==> src/rtl/bar_probe_pkg.sv <==
package bar_probe_pkg;
  typedef enum logic [2:0] {
    ST_IDLE,
    ST_SAVE_RD,
    ST_ONES_WR,
    ST_PROBE_RD,
    ST_RESTORE_WR,
    ST_DONE
  } probe_state_e;

  localparam int unsigned FLAG_BITS = 4;
endpackage

==> src/rtl/bar_probe_fsm.sv <==
module bar_probe_fsm
  import bar_probe_pkg::*;
#(
  parameter int unsigned DATA_W = 32,
  parameter int unsigned ADDR_W = 12
) (
  input  logic              clk,
  input  logic              rst_n,
  input  logic              start_i,
  input  logic [ADDR_W-1:0] bar_addr_i,
  output logic              cfg_req_o,
  output logic              cfg_we_o,
  output logic [ADDR_W-1:0] cfg_addr_o,
  output logic [DATA_W-1:0] cfg_wdata_o,
  input  logic [DATA_W-1:0] cfg_rdata_i,
  input  logic              cfg_done_i,
  output logic [DATA_W-1:0] probe_val_o,
  output logic              capture_o,
  output logic              busy_o,
  output logic              done_o
);
  probe_state_e state_q, state_d;
  logic [ADDR_W-1:0] addr_q;
  logic [DATA_W-1:0] saved_q, probe_q;
  logic addr_en, saved_en, probe_en;

  assign addr_en  = (state_q == ST_IDLE) && start_i;
  assign saved_en = (state_q == ST_SAVE_RD) && cfg_done_i;
  assign probe_en = (state_q == ST_PROBE_RD) && cfg_done_i;

  always_comb begin
    state_d = state_q;
    case (state_q)
      ST_IDLE:       if (start_i)    state_d = ST_SAVE_RD;
      ST_SAVE_RD:    if (cfg_done_i) state_d = ST_ONES_WR;
      ST_ONES_WR:    if (cfg_done_i) state_d = ST_PROBE_RD;
      ST_PROBE_RD:   if (cfg_done_i) state_d = ST_RESTORE_WR;
      ST_RESTORE_WR: if (cfg_done_i) state_d = ST_DONE;
      ST_DONE:                       state_d = ST_IDLE;
      default:                       state_d = ST_IDLE;
    endcase
  end

  always_ff @(posedge clk or negedge rst_n) begin
    if (!rst_n) begin
      state_q <= ST_IDLE;
      addr_q  <= '0;
      saved_q <= '0;
      probe_q <= '0;
    end else begin
      state_q <= state_d;
      if (addr_en)  addr_q  <= bar_addr_i;
      if (saved_en) saved_q <= cfg_rdata_i;
      if (probe_en) probe_q <= cfg_rdata_i;
    end
  end

  always_comb begin
    cfg_req_o   = 1'b0;
    cfg_we_o    = 1'b0;
    cfg_wdata_o = '0;
    case (state_q)
      ST_SAVE_RD, ST_PROBE_RD: cfg_req_o = 1'b1;
      ST_ONES_WR: begin
        cfg_req_o   = 1'b1;
        cfg_we_o    = 1'b1;
        cfg_wdata_o = '1;
      end
      ST_RESTORE_WR: begin
        cfg_req_o   = 1'b1;
        cfg_we_o    = 1'b1;
        cfg_wdata_o = saved_q;
      end
      default: ;
    endcase
  end

  assign cfg_addr_o  = addr_q;
  assign probe_val_o = probe_q;
  assign capture_o   = (state_q == ST_RESTORE_WR) && cfg_done_i;
  assign busy_o      = (state_q != ST_IDLE);
  assign done_o      = (state_q == ST_DONE);

  assert_req_hold_R3: assert property (@(posedge clk) disable iff (!rst_n)
    (cfg_req_o && !cfg_done_i) |=> (cfg_req_o && $stable(cfg_we_o) &&
      $stable(cfg_addr_o) && $stable(cfg_wdata_o)));

  assert_done_single_R8: assert property (@(posedge clk) disable iff (!rst_n)
    done_o |=> !done_o);

  assert_addr_fixed_R9: assert property (@(posedge clk) disable iff (!rst_n)
    (busy_o && !done_o) |=> $stable(cfg_addr_o));
endmodule

==> src/rtl/bar_probe_decode.sv <==
module bar_probe_decode
  import bar_probe_pkg::*;
#(
  parameter int unsigned DATA_W = 32
) (
  input  logic [DATA_W-1:0] probe_i,
  output logic [DATA_W-1:0] size_o,
  output logic [1:0]        mem_type_o,
  output logic              prefetch_o,
  output logic              io_space_o,
  output logic              unimpl_o,
  output logic              unsupported_o
);
  localparam logic [DATA_W-1:0] FLAG_MASK = DATA_W'((1 << FLAG_BITS) - 1);

  logic [DATA_W-1:0] addr_bits;

  assign addr_bits     = probe_i & ~FLAG_MASK;
  assign io_space_o    = probe_i[0];
  assign mem_type_o    = probe_i[2:1];
  assign prefetch_o    = probe_i[3];
  assign unsupported_o = probe_i[0] || (probe_i[2:1] != 2'b00);
  assign unimpl_o      = !unsupported_o && (addr_bits == '0);
  assign size_o        = (unsupported_o || unimpl_o) ? '0 : (~addr_bits + DATA_W'(1));
endmodule

==> src/rtl/bar_probe_result.sv <==
module bar_probe_result #(
  parameter int unsigned DATA_W = 32
) (
  input  logic              clk,
  input  logic              rst_n,
  input  logic              capture_i,
  input  logic [DATA_W-1:0] size_i,
  input  logic [1:0]        mem_type_i,
  input  logic              prefetch_i,
  input  logic              io_space_i,
  input  logic              unimpl_i,
  input  logic              unsupported_i,
  output logic [DATA_W-1:0] size_o,
  output logic [1:0]        mem_type_o,
  output logic              prefetch_o,
  output logic              io_space_o,
  output logic              unimpl_o,
  output logic              unsupported_o
);
  always_ff @(posedge clk or negedge rst_n) begin
    if (!rst_n) begin
      size_o        <= '0;
      mem_type_o    <= '0;
      prefetch_o    <= 1'b0;
      io_space_o    <= 1'b0;
      unimpl_o      <= 1'b0;
      unsupported_o <= 1'b0;
    end else if (capture_i) begin
      size_o        <= size_i;
      mem_type_o    <= mem_type_i;
      prefetch_o    <= prefetch_i;
      io_space_o    <= io_space_i;
      unimpl_o      <= unimpl_i;
      unsupported_o <= unsupported_i;
    end
  end

  assert_unsup_zero_R7: assert property (@(posedge clk) disable iff (!rst_n)
    unsupported_o |-> (size_o == '0 && !unimpl_o));

  assert_unimpl_zero_R6: assert property (@(posedge clk) disable iff (!rst_n)
    unimpl_o |-> (size_o == '0));
endmodule

==> src/rtl/bar_size_prober.sv <==
module bar_size_prober #(
  parameter int unsigned DATA_W = 32,
  parameter int unsigned ADDR_W = 12
) (
  input  logic              clk,
  input  logic              rst_n,
  input  logic              start_i,
  input  logic [ADDR_W-1:0] bar_addr_i,
  output logic              cfg_req_o,
  output logic              cfg_we_o,
  output logic [ADDR_W-1:0] cfg_addr_o,
  output logic [DATA_W-1:0] cfg_wdata_o,
  input  logic [DATA_W-1:0] cfg_rdata_i,
  input  logic              cfg_done_i,
  output logic              busy_o,
  output logic              done_o,
  output logic [DATA_W-1:0] size_o,
  output logic [1:0]        mem_type_o,
  output logic              prefetch_o,
  output logic              io_space_o,
  output logic              unimpl_o,
  output logic              unsupported_o
);
  logic [1:0]        rst_sync_q;
  logic              rst_n_int;
  logic [DATA_W-1:0] probe_val, dec_size;
  logic              capture;
  logic [1:0]        dec_type;
  logic              dec_pf, dec_io, dec_unimpl, dec_unsup;

  always_ff @(posedge clk or negedge rst_n) begin
    if (!rst_n) rst_sync_q <= 2'b00;
    else        rst_sync_q <= {rst_sync_q[0], 1'b1};
  end
  assign rst_n_int = rst_sync_q[1];

  bar_probe_fsm #(.DATA_W(DATA_W), .ADDR_W(ADDR_W)) u_fsm (
    .clk(clk), .rst_n(rst_n_int), .start_i(start_i), .bar_addr_i(bar_addr_i),
    .cfg_req_o(cfg_req_o), .cfg_we_o(cfg_we_o), .cfg_addr_o(cfg_addr_o),
    .cfg_wdata_o(cfg_wdata_o), .cfg_rdata_i(cfg_rdata_i), .cfg_done_i(cfg_done_i),
    .probe_val_o(probe_val), .capture_o(capture), .busy_o(busy_o), .done_o(done_o)
  );

  bar_probe_decode #(.DATA_W(DATA_W)) u_dec (
    .probe_i(probe_val), .size_o(dec_size), .mem_type_o(dec_type),
    .prefetch_o(dec_pf), .io_space_o(dec_io), .unimpl_o(dec_unimpl),
    .unsupported_o(dec_unsup)
  );

  bar_probe_result #(.DATA_W(DATA_W)) u_res (
    .clk(clk), .rst_n(rst_n_int), .capture_i(capture),
    .size_i(dec_size), .mem_type_i(dec_type), .prefetch_i(dec_pf),
    .io_space_i(dec_io), .unimpl_i(dec_unimpl), .unsupported_i(dec_unsup),
    .size_o(size_o), .mem_type_o(mem_type_o), .prefetch_o(prefetch_o),
    .io_space_o(io_space_o), .unimpl_o(unimpl_o), .unsupported_o(unsupported_o)
  );

  assert_result_steady_R8: assert property (@(posedge clk) disable iff (!rst_n_int)
    !done_o |-> ($stable(size_o) && $stable(unsupported_o) && $stable(unimpl_o)));

  assert_busy_done_R10: assert property (@(posedge clk) disable iff (!rst_n_int)
    done_o |-> busy_o);
endmodule

==> config.mk <==
export PLATFORM = sky130hd
export DESIGN_NAME = bar_size_prober
export DESIGN_NICKNAME = d
export VERILOG_FILES = /design/src/rtl/bar_probe_pkg.sv /design/src/rtl/bar_probe_fsm.sv /design/src/rtl/bar_probe_decode.sv /design/src/rtl/bar_probe_result.sv /design/src/rtl/bar_size_prober.sv
export SDC_FILE = /design/constraint.sdc
export NUM_CORES = 1
export LEC_CHECK = 0
export BUFFER_PORTS_ARGS = -buffer_cell sky130_fd_sc_hd__clkbuf_2
export CORE_UTILIZATION = 54
export CTS_BUF_LIST = sky130_fd_sc_hd__clkbuf_4
export CTS_CLUSTER_SIZE = 16
export DETAILED_ROUTE_END_ITERATION = 10
export GPL_TIMING_DRIVEN = 1
export PLACE_DENSITY = 0.81
export SETUP_SLACK_MARGIN = 0.15
export SLEW_MARGIN = 20
export SYNTH_ARGS = -nofsm -noshare
export SYNTH_HDL_FRONTEND = slang
export SYNTH_SLANG_ARGS = --single-unit
export TNS_END_PERCENT = 30
==> constraint.sdc <==
create_clock -name clk -period 7.6 [get_ports clk]
set_clock_uncertainty 0.15 [all_clocks]
set_input_delay 1.52 -clock clk [delete_from_list [all_inputs] [get_ports clk]]
set_output_delay 1.52 -clock clk [all_outputs]
set_load 0.02 [all_outputs]
==> impl_metrics.ini, run 1 <==
[power_and_ir_drop]
power_leakage_uw = 0.002873
finalPower_uw = 3003
p_per_area_nw_per_um2 = 476.4
ir_drop_uv = 311.4

[placed_design]
post-place-cells = 641
dp_hpwl_um = 8345
place.gp.congestion = 0.8499
placed_cell_area_um2 = 5931
place_ws_ps = 3627
io_buffers = 129

[timing]
period_share = 0.4982
rsz0062_at_grt = no
max-slew-margin-rel = 0.4050
tightest_slew_ps = 889.3
finalCriticalPeriod_ps = 3786
finalSetupViolations = 0
fin_ws_ps = 3814
finalMaxSlewViolations = 0
finalSetupTns_ps = 0
finalHoldViolCount = 0
fmax_mhz = 264.1

[final_layout]
n_antenna_cell = 0
area_delta_synth_final_pct = 21.16
stdcell_count = 673
drive_gt1_frac = 0.4743
nets = 580
postLayoutCellArea_um2 = 6305

[yosys]
synth-simple-area-share = 0.09137
synth.cell_area_um2 = 5204
synth_compound_area_frac = 0.1258
avgSynthCellArea_um2 = 12.79
synth_commonest_cells = dfrtp_1, mux2_2, o21a_1, clkbuf_1, a32o_1
ys_warn_count = 0
synth_top_family_by_area = multiplexers
synthMostInstantiatedCell = dfrtp_1
synth_mux_area_frac = 0.1731
postSynth.asyncResetShare = 1.000
synth.top_cells.by_area = dfrtp_1, mux2_2, o21a_1
postSynthCellCount = 407
synth_edf_count = 0
synth-adder-area-share = 0.002404
synth_top_area_cell = dfrtp_1
synth_xor_area_frac = 0.02188
seq_area_frac_synth = 0.5530
synth.top_cell.area_share = 0.5530
synth_cell_types = 43
ys_seq_elements = 115
ys.flop_type = dfrtp_1

[clock_tree]
cts.sinks = 115
h-tree-depth = 4
holdBufCountCts = 0
cts_buffer_depth = 2
insertion_delay_ps = 500
cts.clk_slew.worst_paths_ps = 110
clockRootBuffer = clkbuf_4
cts_tree = yes
cts_resized = 0
numCtsBuffers = 17
post-cts-setup-buffer-count = 0

[hold_path]
hold_path.class = register to register

[global_routing]
grt_pass1_vias = 3865
antenna_found_initial = 0
grt_overflow = 0
track_usage = 0.2482
grt_pass1_wl_um = 19180
grt_max_degree = 61

[drt]
met3_length_um = 898
wl_met2_um = 5774
drt-met1-wl_um = 5103
ant_nets = 0
drt_iter0_drc = 199
top_layer_used = met4
remaining_drc_errors = 0
first_pass_iters = 4
wl_per_cell_um = 17.64
vias_per_cell = 5.721
wl_um = 11870
via_count = 3850

[critical_path]
worstReg2RegStart = u_fsm.probe_val_o[10]$_DFFE_PN0P_
reg2reg_depth = 4
cp_data_required_time_ps = 5930
worstSetupEndpoint = cfg_wdata_o[19]
critPathLaunch = u_fsm.state_q[1]$_DFFE_PN0P_
endpoint_kind = output pin
r2r_end = u_res.size_o[29]$_DFFE_PN0P_
cp_data_arrival_time_ps = 2120
reg2reg_slack_ps = 4960
path_class = register to output pin
cp_max_fo = 28
startpoint_type = register

[run_status]
status = finished clean

[floorplanning]
die_h_um = 100.2
coreArea_um2 = 9284
rows = 35
die_w_um = 100.2
initial_utilization = 0.5605
pin_count = 134
die_area_um2 = 10030

[run]
drv_cap = 0
-- registers in the layout, indices dropped and copies added (netlist names) --
register	flops
rst_sync_q	2
u_fsm.cfg_addr_o	12
u_fsm.probe_val_o	32
u_fsm.saved_q	32
u_fsm.state_q	3
u_res.io_space_o	1
u_res.mem_type_o	2
u_res.prefetch_o	1
u_res.size_o	28
u_res.unimpl_o	1
u_res.unsupported_o	1
-- logic make-up (layout without fill, tap and decap cells) --
family                     count (synthesis)  in the layout
muxes                                     80             80
other                                      2              5
buffers and inverters                     37            171
DFF                                      115            115
adders and majority gates                  1              1
xor gates and xnor gates                  13             13
AOI/OAI and AO/OA                         82             82
and+or+nand+nor                           77             77
-- how the worst min path moves through the flow --
stage / start / end / slack (ps) / cells after the start
final: rst_sync_q[0]$_DFF_PN0_ / rst_sync_q[1]$_DFF_PN0_ / 210 / 0
after global routing: rst_sync_q[0]$_DFF_PN0_ / rst_sync_q[1]$_DFF_PN0_ / 230 / 0
after detailed placement: rst_sync_q[0]$_DFF_PN0_ / rst_sync_q[1]$_DFF_PN0_ / 190 / 0
after global placement: rst_sync_q[0]$_DFF_PN0_ / rst_sync_q[1]$_DFF_PN0_ / 180 / 0
after CTS: rst_sync_q[0]$_DFF_PN0_ / rst_sync_q[1]$_DFF_PN0_ / 210 / 0
after floorplan: rst_sync_q[0]$_DFF_PN0_ / rst_sync_q[1]$_DFF_PN0_ / 180 / 0
-- layout by cell type, fill, tap and decap left out, types with 2 or more instances in the layout --
cell type / count
clkinv_2: 2
a22o_1: 12
mux2_2: 80
nand4_1: 2
nor2_2: 2
xor2_1: 6
or4_1: 10
clkbuf_4: 17
xnor2_1: 7
dfrtp_1: 114
o31ai_1: 9
or2_2: 3
o21a_1: 32
nor3_1: 2
o21ai_0: 7
clkbuf_2: 129
nor4_1: 6
clkinv_4: 2
conb_1: 5
clkinv_1: 2
or2_1: 2
or3_2: 2
or3_1: 10
nand2b_1: 4
nand2_1: 11
a32o_1: 15
buf_4: 5
bufinv_16: 6
inv_1: 5
nor4_2: 2
nand3_1: 3
clkinvlp_4: 3
nor2_1: 9
o41ai_1: 2
a21oi_1: 2
-- layer usage --
metal  global-route usage  vias to the layer above
li1                     -                     1758
met1               0.3352                     1918
met2               0.3851                      164
met3              0.07660                       10
met4              0.08027                        0
met5                    0                        -
-- power by group --
group | internal (uW) | switching [uW]
Clock | 325 | 238
Sequential | 901 | 281
Combinational | 564 | 694
-- worst max-delay path, cell delays in order (launching register included) --
cell and delay [ps]:
dfrtp_1 530, nor3b_2 370, buf_4 370, o21a_1 170, clkbuf_2 170
-- metrics by stage --
stage / util / hold slack (ps)
2_1_floorplan: - / 181.2
3_3_place_gp: 0.6388 / 184.6
3_5_place_dp: 0.6388 / 188.7
4_1_cts: 0.6782 / 213.5
5_1_grt: 0.6791 / 231.9
6_report: 0.6791 / 210.0
-- final cells by class --
class	instances	area (um2)
Multi-Input combinational cell	258	2195
Inverter	5	18.77
Tap cell	129	161.4
Clock inverter	15	237.7
Sequential cell	115	2882
Fill cell	713	2979
Timing Repair Buffer	134	683.2
Clock buffer	17	127.6
Power figures use the tool's default switching activity.
==> inputs of run 2 (changes only) <==
--- a/config.mk
+++ b/config.mk
@@ -6,12 +6,12 @@
 export NUM_CORES = 1
 export LEC_CHECK = 0
 export BUFFER_PORTS_ARGS = -buffer_cell sky130_fd_sc_hd__clkbuf_2
-export CORE_UTILIZATION = 54
+export CORE_UTILIZATION = 50
 export CTS_BUF_LIST = sky130_fd_sc_hd__clkbuf_4
 export CTS_CLUSTER_SIZE = 16
 export DETAILED_ROUTE_END_ITERATION = 10
 export GPL_TIMING_DRIVEN = 1
-export PLACE_DENSITY = 0.81
+export PLACE_DENSITY = 0.79
 export SETUP_SLACK_MARGIN = 0.15
 export SLEW_MARGIN = 20
 export SYNTH_ARGS = -nofsm -noshare
==> constraint.sdc (replaced) <==
create_clock -name clk -period 3.15 [get_ports clk]
set_clock_uncertainty 0.15 [all_clocks]
set_input_delay 0.63 -clock clk [delete_from_list [all_inputs] [get_ports clk]]
set_output_delay 0.63 -clock clk [all_outputs]
set_load 0.02 [all_outputs]
==> run 2 against run 1 <==
  * Sequential share of layout area up 0.39 points
  * Design area decreased by 0.85%
  * Via count shrank 1.4%
  * Utilization fell by 4.8 points
  * Setup slack worse by 3500 ps
  * Die area increased by 7.8%
  * Clock-buffer cell count increased by 2
  * Global-route usage shrank 2.5 points
  * Critical path type unchanged
  * Largest cell class unchanged
  * Largest power group unchanged
==> impl_metrics.ini, run 2 (synthesis gave the netlist of run 1 again) <==
[run_status]
status = finished clean

[clock_tree]
cts.clk_slew.worst_paths_ps = 110
cts_buffer_depth = 2
clockRootBuffer = clkbuf_4
h-tree-depth = 4
numCtsBuffers = 17
post-cts-setup-buffer-count = 0
insertion_delay_ps = 510
cts_tree = yes
cts.sinks = 115

[global_routing]
grt_overflow = 0
track_usage = 0.2230
grt_pass1_wl_um = 18840
grt_max_degree = 77
antenna_found_initial = 0
grt_pass1_vias = 3711

[power_and_ir_drop]
p_sw_uw = 2881
pwr-share-seq = 0.411
switching_share = 0.4163
power.share.clock = 0.146
power_leakage_uw = 0.002871
finalPower_uw = 6921
ir_drop_uv = 768.6
internal_power_uw = 4040
p_per_area_nw_per_um2 = 1107
comb_power_share = 0.443

[floorplanning]
coreArea_um2 = 9910
die_w_um = 104.0
initial_utilization = 0.5251
die_area_um2 = 10820
die_h_um = 104.0
rows = 36
pin_count = 134

[timing]
finalCriticalPeriod_ps = 2825
period_share = 0.8969
finalSetupViolations = 0
finalMaxSlewViolations = 0
rsz0062_at_grt = no
tightest_slew_ps = 783.4
fmax_mhz = 354.0
max-slew-margin-rel = 0.4778
finalSetupTns_ps = 0
finalHoldViolCount = 0

[critical_path]
critPathLaunch = u_fsm.state_q[2]$_DFFE_PN0P_
path_class = register to output pin
reg2reg_depth = 4
cp_max_fo = 28
endpoint_kind = output pin
cp_data_required_time_ps = 2370
startpoint_type = register
cp_data_arrival_time_ps = 2050
worstReg2RegStart = u_fsm.probe_val_o[10]$_DFFE_PN0P_

[final_layout]
drive_gt1_frac = 0.4799
n_antenna_cell = 0
mostFrequentLayoutCells = clkbuf_2, dfrtp_1, mux2_2
nets = 584
area_delta_synth_final_pct = 20.13
final_common_cell = clkbuf_2

[drt]
via_count = 3797
remaining_drc_errors = 0
wl_per_cell_um = 16.95
ant_nets = 0
wl_um = 11540
vias_per_cell = 5.576
drt_iter0_drc = 217
first_pass_iters = 5

[placed_design]
io_buffers = 129
dp_hpwl_um = 8305
place.gp.congestion = 0.8162

[run]
drv_cap = 0

[hold_path]
hold_path.class = register to asynchronous set/reset pin
[run 2: cell count changes in the layout (fill, tap and decap cells not counted)]
cell / before / now
a31oi_2: 0 / 1
a31oi_4: 1 / 0
buf_12: 0 / 1
buf_4: 5 / 6
buf_6: 0 / 1
bufinv_16: 6 / 2
clkbuf_4: 17 / 19
clkinv_1: 2 / 0
clkinv_2: 2 / 10
clkinv_4: 2 / 0
clkinvlp_4: 3 / 1
dlygate4sd3_1: 0 / 1
nor3b_2: 1 / 0
nor3b_4: 0 / 1
[run 2: layout make-up]
| type | instances | area (um2) |
|---|---|---|
| fillers | 841 | 3659 |
| flip-flops and latches | 115 | 2882 |
| multi-input cells | 258 | 2192 |
| repair buffers | 138 | 732.0 |
| well taps | 133 | 166.4 |
| clock buffers | 19 | 142.6 |
| clock inverters | 13 | 117.6 |
| inverters | 5 | 18.77 |
[run 2: worst paths after layout]
kind | endpoint | slack, ps
worst max-delay path | cfg_wdata_o[12] | 320
worst min-delay path | u_res.size_o[31]$_DFFE_PN0P_ | 150
worst max register to register | u_res.size_o[25]$_DFFE_PN0P_ | 650
worst min register to register | u_res.size_o[31]$_DFFE_PN0P_ | 150
max in group asynchronous | u_fsm.probe_val_o[11]$_DFFE_PN0P_ | 1920
min in group clk | u_fsm.cfg_addr_o[7]$_DFFE_PN0P_ | 200
[run 2: power groups by stage]
stage                     combinational [uW]  sequential [uW]  clock, uW
after floorplan                         1970             2930          0
after CTS                               3080             2830       1040
after detailed placement                3070             2860          0
final                                   3060             2850       1010
after global placement                  2980             2820          0
after global routing                    3300             2950       1100
[run 2: what timing repair did]
item	4_1_cts	5_1_grt
setup endpoints to repair	0	28
resized for setup	0	2
hold buffers	1	0
endpoints found under the hold margin	2	0
[run 2: stage by stage]
| step | area, um2 | setup WS (ps) | std cells | hold WS (ps) | util |
|---|---|---|---|---|---|
| 6_report | 6251 | 324.8 | 681 | 154.2 | 0.6308 |
| 5_1_grt | 6251 | 162.7 | 681 | 145.3 | 0.6308 |
| 4_1_cts | 6241 | 175.6 | 681 | 147.7 | 0.6298 |
| 3_5_place_dp | 5971 | 667.1 | 648 | 177.5 | 0.6025 |
| 3_3_place_gp | 5971 | 693.1 | 648 | 168.8 | 0.6025 |
| 2_1_floorplan | 5216 | 710.3 | 410 | 181.1 | - |
[run 2: routing by layer]
metal  GRT usage  vias to the layer above  wire, um
met5           0                        -         0
li1            -                     1774         -
met1      0.3071                     1878      5299
met4     0.07653                        0       127
met2      0.3376                      132      5419
met3     0.06516                       13       693
[run 2: worst max-delay path: stages, from the launching register on]
cell,delay [ps]
dfrtp_1,550
nor3b_4,360
buf_6,290
o21a_1,160
clkbuf_2,170
==> inputs of run 3 (changes only) <==
--- a/config.mk
+++ b/config.mk
@@ -5,7 +5,7 @@
 export SDC_FILE = /design/constraint.sdc
 export NUM_CORES = 1
 export LEC_CHECK = 0
-export BUFFER_PORTS_ARGS = -buffer_cell sky130_fd_sc_hd__clkbuf_2
+export BUFFER_PORTS_ARGS = -buffer_cell sky130_fd_sc_hd__buf_2
 export CORE_UTILIZATION = 50
 export CTS_BUF_LIST = sky130_fd_sc_hd__clkbuf_4
 export CTS_CLUSTER_SIZE = 16
==> run 3 against run 2 <==
  * Utilization down 0.45 points
  * Die area is the same
  * Clock power down 12%
  * Sequential power about the same
  * Power fell by 2.1%
  * Clock-buffer cell count rose by 1
  * Critical endpoint is now cfg_wdata_o[15]
==> impl_metrics.ini, run 3 (synthesis gave the netlist of run 1 again) <==
[global_routing]
track_usage = 0.2256
grt_pass1_vias = 3719
grt_pass1_wl_um = 19000
grt_max_degree = 66
grt_overflow = 0
antenna_found_initial = 0

[floorplanning]
die_w_um = 104.0
pin_count = 134
initial_utilization = 0.5251
die_h_um = 104.0
rows = 36
die_area_um2 = 10820
coreArea_um2 = 9910

[final_layout]
mostFrequentLayoutCells = buf_2, dfrtp_1, mux2_2
n_antenna_cell = 0
area_delta_synth_final_pct = 19.26
fillers = 820
final_common_cell = buf_2
drive_gt1_frac = 0.4662
regArea_um2 = 2882
nets = 584
postLayoutCellArea_um2 = 6206
multiInputGateArea_um2 = 2186

[power_and_ir_drop]
power_leakage_uw = 0.002875
ir_drop_uv = 673.4
p_per_area_nw_per_um2 = 1092
finalPower_uw = 6777

[timing]
finalSetupViolations = 0
fmax_mhz = 355.0
rsz0062_at_grt = no
tightest_slew_ps = 810.8
finalHoldViolCount = 0
finalSetupTns_ps = 0
fin_ws_ps = 333.1
max-slew-margin-rel = 0.4595
finalCriticalPeriod_ps = 2817
finalMaxSlewViolations = 0
period_share = 0.8943

[critical_path]
cp_max_fo = 28
endpoint_kind = output pin
reg2reg_depth = 4
cp_data_required_time_ps = 2370
worstReg2RegStart = u_fsm.probe_val_o[10]$_DFFE_PN0P_
path_class = register to output pin
cp_data_arrival_time_ps = 2040
startpoint_type = register
reg2reg_slack_ps = 630
r2r_end = u_res.size_o[25]$_DFFE_PN0P_

[clock_tree]
insertion_delay_ps = 510
clockRootBuffer = clkbuf_4
post-cts-setup-buffer-count = 0
numCtsBuffers = 17
cts_tree = yes
cts_buffer_depth = 2
h-tree-depth = 4
cts.sinks = 115
cts.clk_slew.worst_paths_ps = 90

[placed_design]
place.gp.congestion = 0.8354
dp_hpwl_um = 8381
place_ws_ps = 614.4
placed_cell_area_um2 = 5971
io_buffers = 129

[drt]
wl_um = 11540
first_pass_iters = 5
wl_per_cell_um = 16.96
ant_nets = 0
vias_per_cell = 5.618
drt_iter0_drc = 190
via_count = 3820
remaining_drc_errors = 0

[run_status]
status = finished clean

[hold_path]
hold_path.class = register to asynchronous set/reset pin

[run]
drv_cap = 0
==> run 3: cell types whose count changed in the layout (fill, tap and decap cells not counted) <==
cell,change
buf_2,+129
bufinv_16,-1
clkbuf_2,-129
clkbuf_4,+1
clkinv_1,+7
clkinv_2,-7
clkinvlp_4,-1
nor3b_2,+1
nor3b_4,-1
==> run 3: through the flow <==
stage,instances,util,hold slack [ps]
final,680,0.6263,205.5
after CTS,680,0.6259,160.0
after global placement,648,0.6025,183.4
after global routing,680,0.6263,154.8
after detailed placement,648,0.6025,186.5
after floorplan,410,-,181.1
==> run 3: report_power, final <==
part | leakage, uW | switching [uW] | internal (uW)
sequential | 0.00142 | 655 | 2180
clock | 0.000129 | 499 | 391
combinational | 0.00133 | 1660 | 1400
==> run 3: repair_timing <==
| action | 4_1_cts | 5_1_grt |
|---|---|---|
| setup endpoints to repair | 0 | 19 |
| endpoints found under the hold margin | 2 | 0 |
| gates resized for setup | 0 | 1 |
| hold buffers | 1 | 0 |
==> run 3: worst max-delay path by stage <==
| stage | from | end | slack, ps | cells after the start |
|---|---|---|---|---|
| 6_report | u_fsm.state_q[2]$_DFFE_PN0P_ | cfg_wdata_o[15] | 330 | 4 |
| 3_5_place_dp | cfg_done_i | u_res.size_o[26]$_DFFE_PN0P_ | 610 | 6 |
| 3_3_place_gp | cfg_done_i | u_res.size_o[10]$_DFFE_PN0P_ | 640 | 6 |
| 5_1_grt | u_fsm.state_q[1]$_DFFE_PN0P_ | cfg_wdata_o[15] | 190 | 4 |
| 2_1_floorplan | u_fsm.state_q[2]$_DFFE_PN0P_ | cfg_wdata_o[12] | 710 | 5 |
| 4_1_cts | u_fsm.state_q[2]$_DFFE_PN0P_ | cfg_wdata_o[19] | 230 | 4 |
==> run 3: per-layer routing <==
| layer | global-route usage | share of wire | wire [um] |
|---|---|---|---|
| met3 | 0.07018 | 0.058 | 673 |
| met5 | 0 | 0 | 0 |
| met2 | 0.3438 | 0.47 | 5446 |
| met1 | 0.3096 | 0.46 | 5312 |
| met4 | 0.06939 | 0.0089 | 103 |
==> run 3: area by class of cell <==
class | instances | area share
well taps | 133 | 0.02681
inverters | 5 | 0.003024
multi-input cells | 258 | 0.3522
clock buffers | 20 | 0.02419
repair buffers | 138 | 0.1179
flip-flops and latches | 115 | 0.4643
clock inverters | 11 | 0.01149
==> run 3: critical path, stage by stage (launching register included) <==
cell	delay, ps
dfrtp_1	520
nor3b_2	390
buf_6	300
o21a_1	160
buf_2	160
